**config.mk**
```make
export PLATFORM = sky130hd
export DESIGN_NAME = fma_nan_select
export DESIGN_NICKNAME = d
export VERILOG_FILES = /design/src/rtl/fma_nan_pkg.sv /design/src/rtl/fma_nan_policy.sv /design/src/rtl/fma_nan_quiet_mux.sv /design/src/rtl/fma_nan_select.sv
export SDC_FILE = /design/constraint.sdc
export NUM_CORES = 1
export LEC_CHECK = 0
export CORE_MARGIN = 8
export CORE_UTILIZATION = 37
export DETAILED_ROUTE_END_ITERATION = 6
export PLACE_DENSITY = 0.82
export SYNTH_ARGS = -nofsm -noshare
export SYNTH_HDL_FRONTEND = slang
export SYNTH_SLANG_ARGS = --single-unit
```
**constraint.sdc**
```tcl
create_clock -name clk -period 1.3 [get_ports clk]
set_clock_uncertainty 0.2 [all_clocks]
set_input_delay 0.26 -clock clk [delete_from_list [all_inputs] [get_ports clk]]
set_output_delay 0.26 -clock clk [all_outputs]
set_load 0.05 [all_outputs]
```
**src/rtl/fma_nan_pkg.sv**
```systemverilog
package fma_nan_pkg;
    typedef enum logic [1:0] {
        CLS_NUM  = 2'd0,
        CLS_QNAN = 2'd1,
        CLS_SNAN = 2'd2,
        CLS_RSVD = 2'd3
    } opcls_t;

    typedef enum logic [1:0] {
        PK_A   = 2'd0,
        PK_B   = 2'd1,
        PK_C   = 2'd2,
        PK_DEF = 2'd3
    } pick_t;

    typedef enum logic [2:0] {
        MD_C_SIG_FIRST = 3'd0,
        MD_ABC_LEGACY  = 3'd1,
        MD_CAB_REVISED = 3'd2,
        MD_A_C_B       = 3'd3,
        MD_ALWAYS_DEF  = 3'd4,
        MD_SWITCHABLE  = 3'd5,
        MD_PLAIN_6     = 3'd6,
        MD_PLAIN_7     = 3'd7
    } sel_mode_t;
endpackage

```
**src/rtl/fma_nan_policy.sv**
```systemverilog
module fma_nan_policy
    import fma_nan_pkg::*;
(
    input  logic [2:0] mode,
    input  logic       use_first,
    input  logic       infzero,
    input  logic [1:0] cls_a,
    input  logic [1:0] cls_b,
    input  logic [1:0] cls_c,
    output logic [1:0] pick,
    output logic       imz,
    output logic       invalid
);
    logic sa, sb, sc, qa, qb, qc, na, nb, nc;
    pick_t     pk;
    sel_mode_t md;

    always_comb begin
        sa = (cls_a == CLS_SNAN);
        sb = (cls_b == CLS_SNAN);
        sc = (cls_c == CLS_SNAN);
        qa = (cls_a == CLS_QNAN);
        qb = (cls_b == CLS_QNAN);
        qc = (cls_c == CLS_QNAN);
        na = sa | qa;
        nb = sb | qb;
        nc = sc | qc;
        md = sel_mode_t'(mode);
    end

    always_comb begin
        pk  = PK_B;
        imz = 1'b0;
        unique case (md)
            MD_C_SIG_FIRST: begin
                if (infzero && qc) begin
                    imz = 1'b1;
                    pk  = PK_DEF;
                end
                else if (sc) pk = PK_C;
                else if (sa) pk = PK_A;
                else if (sb) pk = PK_B;
                else if (qc) pk = PK_C;
                else if (qa) pk = PK_A;
                else         pk = PK_B;
            end
            MD_ABC_LEGACY: begin
                if (infzero) begin
                    imz = 1'b1;
                    pk  = PK_DEF;
                end
                else if (sa) pk = PK_A;
                else if (sb) pk = PK_B;
                else if (sc) pk = PK_C;
                else if (qa) pk = PK_A;
                else if (qb) pk = PK_B;
                else         pk = PK_C;
            end
            MD_CAB_REVISED: begin
                if (infzero) begin
                    imz = 1'b1;
                    pk  = PK_C;
                end
                else if (sc) pk = PK_C;
                else if (sa) pk = PK_A;
                else if (sb) pk = PK_B;
                else if (qc) pk = PK_C;
                else if (qa) pk = PK_A;
                else         pk = PK_B;
            end
            MD_A_C_B: begin
                if (infzero) begin
                    imz = 1'b1;
                    pk  = PK_C;
                end
                else if (na) pk = PK_A;
                else if (nc) pk = PK_C;
                else         pk = PK_B;
            end
            MD_ALWAYS_DEF: begin
                imz = infzero;
                pk  = PK_DEF;
            end
            MD_SWITCHABLE: begin
                if (infzero) begin
                    imz = 1'b1;
                    pk  = PK_C;
                end
                else if (use_first) begin
                    if (na)      pk = PK_A;
                    else if (nb) pk = PK_B;
                    else         pk = PK_C;
                end
                else begin
                    if (nc)      pk = PK_C;
                    else if (nb) pk = PK_B;
                    else         pk = PK_A;
                end
            end
            default: begin
                if (na)      pk = PK_A;
                else if (nb) pk = PK_B;
                else         pk = PK_C;
            end
        endcase
    end

    assign pick    = pk;
    assign invalid = imz | sa | sb | sc;
endmodule

```
**src/rtl/fma_nan_quiet_mux.sv**
```systemverilog
module fma_nan_quiet_mux #(
    parameter int FW     = 32,
    parameter int MANT_W = 23
) (
    input  logic [2:0][FW-1:0] ops,
    input  logic [2:0]         is_snan,
    input  logic [1:0]         pick,
    output logic [FW-1:0]      data
);
    localparam int EXP_W = FW - MANT_W - 1;
    localparam logic [FW-1:0] QMASK   = FW'(1) << (MANT_W - 1);
    localparam logic [FW-1:0] DEF_NAN = {1'b0, {EXP_W{1'b1}}, 1'b1, {(MANT_W-1){1'b0}}};

    logic [2:0][FW-1:0] quieted;

    for (genvar i = 0; i < 3; i++) begin : g_quiet
        assign quieted[i] = is_snan[i] ? (ops[i] | QMASK) : ops[i];
    end

    always_comb begin
        unique case (pick)
            2'd0:    data = quieted[0];
            2'd1:    data = quieted[1];
            2'd2:    data = quieted[2];
            default: data = DEF_NAN;
        endcase
    end
endmodule

```
**src/rtl/fma_nan_select.sv**
```systemverilog
module fma_nan_select
    import fma_nan_pkg::*;
#(
    parameter int FW     = 32,
    parameter int MANT_W = 23
) (
    input  logic          clk,
    input  logic          rst_n,
    input  logic          in_valid,
    input  logic [2:0]    in_mode,
    input  logic          in_use_first,
    input  logic          in_infzero,
    input  logic [1:0]    in_cls_a,
    input  logic [1:0]    in_cls_b,
    input  logic [1:0]    in_cls_c,
    input  logic [FW-1:0] in_a,
    input  logic [FW-1:0] in_b,
    input  logic [FW-1:0] in_c,
    output logic          out_valid,
    output logic [1:0]    out_pick,
    output logic [FW-1:0] out_data,
    output logic          out_invalid,
    output logic          out_invalid_imz
);
    localparam int EXP_W = FW - MANT_W - 1;
    localparam logic [FW-1:0] DEF_NAN = {1'b0, {EXP_W{1'b1}}, 1'b1, {(MANT_W-1){1'b0}}};

    typedef enum logic {ST_IDLE = 1'b0, ST_SHOW = 1'b1} st_t;
    st_t state, state_nx;

    logic [1:0]    c_pick;
    logic          c_imz, c_inv;
    logic [FW-1:0] c_data;
    logic [2:0]    snan_vec;

    fma_nan_policy u_policy (
        .mode     (in_mode),
        .use_first(in_use_first),
        .infzero  (in_infzero),
        .cls_a    (in_cls_a),
        .cls_b    (in_cls_b),
        .cls_c    (in_cls_c),
        .pick     (c_pick),
        .imz      (c_imz),
        .invalid  (c_inv)
    );

    assign snan_vec = {in_cls_c == CLS_SNAN, in_cls_b == CLS_SNAN, in_cls_a == CLS_SNAN};

    fma_nan_quiet_mux #(.FW(FW), .MANT_W(MANT_W)) u_mux (
        .ops    ({in_c, in_b, in_a}),
        .is_snan(snan_vec),
        .pick   (c_pick),
        .data   (c_data)
    );

    always_comb begin
        unique case (state)
            ST_IDLE: state_nx = in_valid ? ST_SHOW : ST_IDLE;
            ST_SHOW: state_nx = in_valid ? ST_SHOW : ST_IDLE;
            default: state_nx = ST_IDLE;
        endcase
    end

    always_ff @(posedge clk or negedge rst_n) begin
        if (!rst_n) state <= ST_IDLE;
        else        state <= state_nx;
    end

    always_ff @(posedge clk or negedge rst_n) begin
        if (!rst_n) begin
            out_pick        <= 2'd0;
            out_data        <= '0;
            out_invalid     <= 1'b0;
            out_invalid_imz <= 1'b0;
        end
        else if (in_valid) begin
            out_pick        <= c_pick;
            out_data        <= c_data;
            out_invalid     <= c_inv;
            out_invalid_imz <= c_imz;
        end
    end

    assign out_valid = (state == ST_SHOW);


    a_r1_valid_next: assert property (@(posedge clk) disable iff (!rst_n)
        in_valid |=> out_valid);

    a_r1_hold_idle: assert property (@(posedge clk) disable iff (!rst_n)
        !in_valid |=> (!out_valid && $stable(out_pick) && $stable(out_data)
                       && $stable(out_invalid) && $stable(out_invalid_imz)));

    a_r10_imz_implies_inv: assert property (@(posedge clk) disable iff (!rst_n)
        out_invalid_imz |-> out_invalid);

    a_r7_mode4_default: assert property (@(posedge clk) disable iff (!rst_n)
        (in_valid && in_mode == 3'd4) |=> (out_pick == 2'd3));

    a_r11_default_word: assert property (@(posedge clk) disable iff (!rst_n)
        (out_valid && out_pick == 2'd3) |-> (out_data == DEF_NAN));

    a_r9_plain_no_imz: assert property (@(posedge clk) disable iff (!rst_n)
        (in_valid && in_mode[2:1] == 2'b11) |=> !out_invalid_imz);
endmodule

```
### Word-level counts from Yosys, hierarchy flattened

Cells that the tools add are included.

| cells by class | value |
|---|---|
| mux-type cells | 31 |
| eq/ne operators | 13 |
| bitwise operators | 6 |
| reduce and logical (&&, ||, !) cells | 4 |

Operator list:

| operator | number |
|---|---|
| case mux 32 bit (3 select lines) | 1 |
| 2-to-1 mux 23 bit | 3 |
| 2-to-1 mux 2 bit | 20 |
| case mux 2 bit (6 select lines) | 1 |
| == test 2 x 1 -> 1 bit (second input constant) | 4 |
| == test 2 bit (second input constant) | 4 |
| == test 3 x 2 -> 1 bit (second input constant) | 2 |
| == test 3 bit (second input constant) | 2 |
| OR 1 bit | 6 |
| 2-to-1 mux 1 bit | 5 |
| OR reduction 4 bit | 1 |
| == test 3 x 1 -> 1 bit (second input constant) | 1 |
| logical NOT 3 bit | 1 |
| case mux 1 bit (3 select lines) | 1 |
| logical NOT 2 bit | 1 |
| logical AND 1 bit | 1 |

| word-level totals | value |
|---|---|
| register bits | 37 |
| logic and storage cells | 59 |
| output and inout bits | 37 |
| input port bits | 110 |

### Logic depth before layout (Yosys ltp)

| logic depth | value |
|---|---|
| depth after elaboration | 10 |
| mapped depth | 9 |
| gate-level depth less buffers | 8 |

### Hierarchy

Synthesis repeated with hierarchy kept, for this count alone.

| unflattened totals | value |
|---|---|
| cell total of the unflattened synthesis | 215 |
| area total of the unflattened synthesis | 2,663.8 um2 |

Modules (own cells, without submodules):

| module | times used | area each (um2) | seq. area each (um2) | cells each |
|---|---|---|---|---|
| fma_nan_select | 1 | 1,534.0 | 925.9 | 80 |
| fma_nan_quiet_mux | 1 | 744.5 | 0.0 | 80 |
| fma_nan_policy | 1 | 385.4 | 0.0 | 55 |

### Least setup slack after synthesis

No wires, ideal clock.

| timing | value |
|---|---|
| path type | input to register |
| start point | input port in_cls_a[0] |
| end point | register out_data[0] |
| library setup time | 132 ps |
| setup slack | -864 ps |
| path buffers | 1 |
| stages | 8 |
| data required time | 968 ps |
| arrival time | 1,832 ps |
| path through | inv_1 ha_1 or4b_1 a31oi_2 nor4_2 buf_2 a32oi_1 o21ai_1 |

| between the ends | value |
|---|---|
| word-level cells in the longest chain between the ends | 10 |
| elaborated cells on any way between the ends | 25 |
| those cells by class | 4 x eq/ne; 19 x mux; 1 x bitwise; 1 x reduce/logical |

Ends and longest elaborated chain:

| element | line | RTL |
|---|---|---|
| from (decl) | fma_nan_select.sv:13 | `input logic [1:0] in_cls_a,` |
| == test 2 x 1 -> 1 bit | fma_nan_policy.sv:22 | `qa = (cls_a == CLS_QNAN);` |
| 2-to-1 mux 1 bit | fma_nan_policy.sv:44, fma_nan_policy.sv:68 |  |
| 2-to-1 mux 2 bit | fma_nan_policy.sv:67 | `else if (qc) pk = PK_C;` |
| 2-to-1 mux 2 bit | fma_nan_policy.sv:42 | `else if (sb) pk = PK_B;` |
| 2-to-1 mux 2 bit | fma_nan_policy.sv:41 | `else if (sa) pk = PK_A;` |
| 2-to-1 mux 2 bit | fma_nan_policy.sv:40 | `else if (sc) pk = PK_C;` |
| 2-to-1 mux 2 bit, on equally long branches | fma_nan_policy.sv:60, fma_nan_policy.sv:36 |  |
| case mux 2 bit (6 select lines) * | fma_nan_policy.sv:34 | `unique case (md)` |
| == test 2 bit (tied with other cells) | fma_nan_quiet_mux.sv:21 | `unique case (pick)` |
| case mux 32 bit (3 select lines) * | fma_nan_quiet_mux.sv:21 |  |
| to (signal assigned) | fma_nan_select.sv:79 | `out_data <= c_data;` |
| to (decl) | fma_nan_select.sv:21 | `output logic [FW-1:0] out_data,` |

Every way passes the cells marked *; elsewhere a longest branch is shown, timed or not.
A chain may end at the register's enable or synchronous reset.

### Worst setup path in the final report

| timing | value |
|---|---|
| start point | input port in_cls_c[1] |
| end point | register out_data[12] |

| between the ends | value |
|---|---|
| word-level cells in the longest chain between the ends | 9 |
| elaborated cells on any way between the ends | 25 |
| those cells by class | 4 x eq/ne; 18 x mux; 1 x bitwise; 2 x reduce/logical |

Ends and longest elaborated chain:

| element | line | RTL |
|---|---|---|
| from (decl) | fma_nan_select.sv:15 | `input logic [1:0] in_cls_c,` |
| == test 2 x 1 -> 1 bit | fma_nan_policy.sv:24 | `qc = (cls_c == CLS_QNAN);` |
| 2-to-1 mux 2 bit | fma_nan_policy.sv:67 |  |
| 2-to-1 mux 2 bit | fma_nan_policy.sv:42 |  |
| 2-to-1 mux 2 bit | fma_nan_policy.sv:41 |  |
| 2-to-1 mux 2 bit | fma_nan_policy.sv:40 |  |
| 2-to-1 mux 2 bit, on equally long branches | fma_nan_policy.sv:60, fma_nan_policy.sv:36 |  |
| case mux 2 bit (6 select lines) * | fma_nan_policy.sv:34 |  |
| == test 2 bit (tied with other cells) | fma_nan_quiet_mux.sv:21 |  |
| case mux 32 bit (3 select lines) * | fma_nan_quiet_mux.sv:21 |  |

Marks and branches as above.

==> results.ini <==
[cells_and_area]
n_antenna_cell=0
fillers=145
layout_common_cells=clkdlybuf4s50_1 (97), buf_4 (56), buf_12 (46), dfrtp_1 (37), mux2i_1 (24)
layout_commonest_cell=clkdlybuf4s50_1
drive_above_1_share_pct=47.9
final_area_um2=5670
utilization_pct=95.3
fin_nets=561
regArea_um2=926
final_cells=520
area_delta_synth_final_pct=147
multiInputGateArea_um2=1680

[status]
outcome=finished with violations
failed_checks=negative setup slack

[grt]
grt_usage_pct=25.8
grt_first_pass_wirelength_um=17800
grt_max_degree=38
antenna_found_initial=0
grt_pass1_vias=3236
grt_overflow=0

[worst_setup_path]
crit_slowest_cell=a21oi_2
end_kind=flip-flop
critical_path.startpoint_type=input pin
cp_max_fo=5
worstPathCellList=buf_8 -> buf_6 -> ha_4 -> buf_4 -> nor3_1 -> o21ai_1 -> a21oi_2 -> nor3_4 -> buf_6 -> buf_12 -> mux2i_1 -> o21ai_1
critical_path.top_delay_family=buffers and inverters
required_ps=1250
critPathBufInv=5
worst_ep_arrival_time_ps=2210
criticalPathCategory=input pin to flip-flop
worst_path_largest_cell_delay_ps=290

[floorplanning]
die_area_um2=8980
ios=147
rows=28
start_util_pct=38.6
die_x_um=94.8
core_um2=5960
die_y_um=94.8

[logic_synthesis]
avgSynthCellArea_um2=10.4
ys.flop_type=dfrtp_1
yosys_register_bits=37
syn-num-nets=337
yosys.cell_types.count=42
async_flop_share_pct=100
ys_warn_count=0
syn-cell-area_um2=2300
yosysSeqAreaShare_pct=40.3
netlist_instances=220
synth_edf_count=0

[routing]
post_drt_wl_per_cell_um=31.4
wl_um=16400
drt-pass1-iter-count=5
vias=3298
drc=0
ant_nets=0
vias_per_cell=6.34
first_iter_violations=259

[worst_hold_path]
hold_path_class=input pin to asynchronous set/reset pin

[clock_tree]
cts_buffers=5
cts_tree=built
cts_root_buf=clkbuf_8
clock_sinks=37
cts.clk_slew.worst_paths_ps=90
insertion_delay_ps=290
cts_buffer_depth=2
htree_levels=2

[placed_design]
place_area_um2=4660
pre_cts_ws_ps=-1500
io_buffer_count=146
dp_hpwl_um=7840
placed_cells=457
gp_congestion=0.852

[power_and_ir_drop]
p_per_area_nw_per_um2=1190
leakagePower_nw=2.40
ir_drop_v=0.000819

[sta]
slew_violations=0
max-slew-margin-rel_pct=69.2
hold_violations=0
min_period_ps=2260
setup_viol=73
setup-tns-final_ps=-31450
post-route-period-util_pct=174
worst_slack_ps=-958
worstMarginPinSlew_ps=458
max_freq_mhz=443
rsz0062_at_grt=true

[job]
maxCapViolCount=0

[sequential cells by signal (all words and copies together) (netlist names)]
| register | cells |
|---|---|
| out_data | 32 |
| out_invalid_imz | 1 |
| out_valid | 1 |
| out_pick | 2 |
| out_invalid | 1 |
[tightest hold or removal path, stage by stage]
cell and delay [ps]:
dlygate4sd3_1 540, buf_2 130, buf_12 230
[power by group]
group,total (W),internal [W],switching [W]
Combinational,0.00398,0.00209,0.00189
Sequential,0.00165,0.00136,0.000290
Clock,0.00112,0.000628,0.000489
[kinds of logic (layout without fill, tap and decap cells)]
logic type | count (synthesis) | after routing | share of synthesized area, %
flops | 37 | 37 | 40.3
fa+ha+maj | 7 | 7 | 3.81
simple gates | 34 | 34 | 8.83
buf+inv | 28 | 253 | 5.99
mux | 33 | 33 | 14.4
compound gates | 81 | 81 | 26.6
[layout make-up]
type	count	share of cell area (%)
clock inverter	1	0.529
tap	75	1.65
clock buffer	7	1.52
multi-input combinational	155	29.6
sequential	37	16.3
timing repair buffer	236	49.6
inverter	9	0.772
[cell usage after synthesis (2+ instances only)]
library cell	number	area, um2
buf_2	11	55.1
a21oi_1	11	55.1
a211oi_1	3	22.5
nor2_1	12	45.0
nand2_1	3	11.3
ha_1	7	87.6
o21ai_1	22	110
nand3_1	4	20.0
o32ai_1	8	70.1
nor4_1	2	12.5
buf_4	2	15.0
o21ai_0	4	20.0
mux2i_1	32	320
clkbuf_1	4	15.0
or2_2	2	12.5
dfrtp_1	37	926
inv_1	9	33.8
a32oi_1	23	201
[metrics by stage]
step / hold WS, ps / total power, W
after floorplan: -236 / 0.00293
after global placement: 42.6 / 0.00457
after detailed placement: 43.5 / 0.00463
after CTS: 266 / 0.00607
after global routing: 317 / 0.00686
final: 295 / 0.00674
[metal layers]
layer | vias to the layer above | global-route usage, % | wire length (um)
met4 | 0 | 7.54 | 1310
li1 | 1311 | - | -
met2 | 313 | 47.7 | 8190
met1 | 1564 | 26.8 | 5260
met5 | - | 0 | 0
met3 | 110 | 8.97 | 1600
[path summary, 6_finish.rpt]
kind                                           from                       end  slack (ps)  depth (start not counted)
min in group clk                           in_a[20]  out_data[20]$_DFFE_PN0P_         410                          3
max in group asynchronous                     rst_n   out_data[6]$_DFFE_PN0P_         400                          3
max reg2reg                out_data[13]$_DFFE_PN0P_  out_data[13]$_DFFE_PN0P_         -40                          4
min reg2reg                 out_pick[1]$_DFFE_PN0P_   out_pick[1]$_DFFE_PN0P_         420                          1
min                                           rst_n   out_data[1]$_DFFE_PN0P_         300                          3
max                                     in_cls_c[1]  out_data[12]$_DFFE_PN0P_        -960                         12
[what timing repair did]
item / in CTS / in global routing
buffers inserted: 35 / 15
gates resized for setup: 67 / 52
hold buffers: 1 / 0
hold endpoints to repair: 37 / 0
pin swaps: 17 / 31
setup endpoints to repair: 73 / 73
gates cloned: 4 / 3
Power figures use the tool's default switching activity.
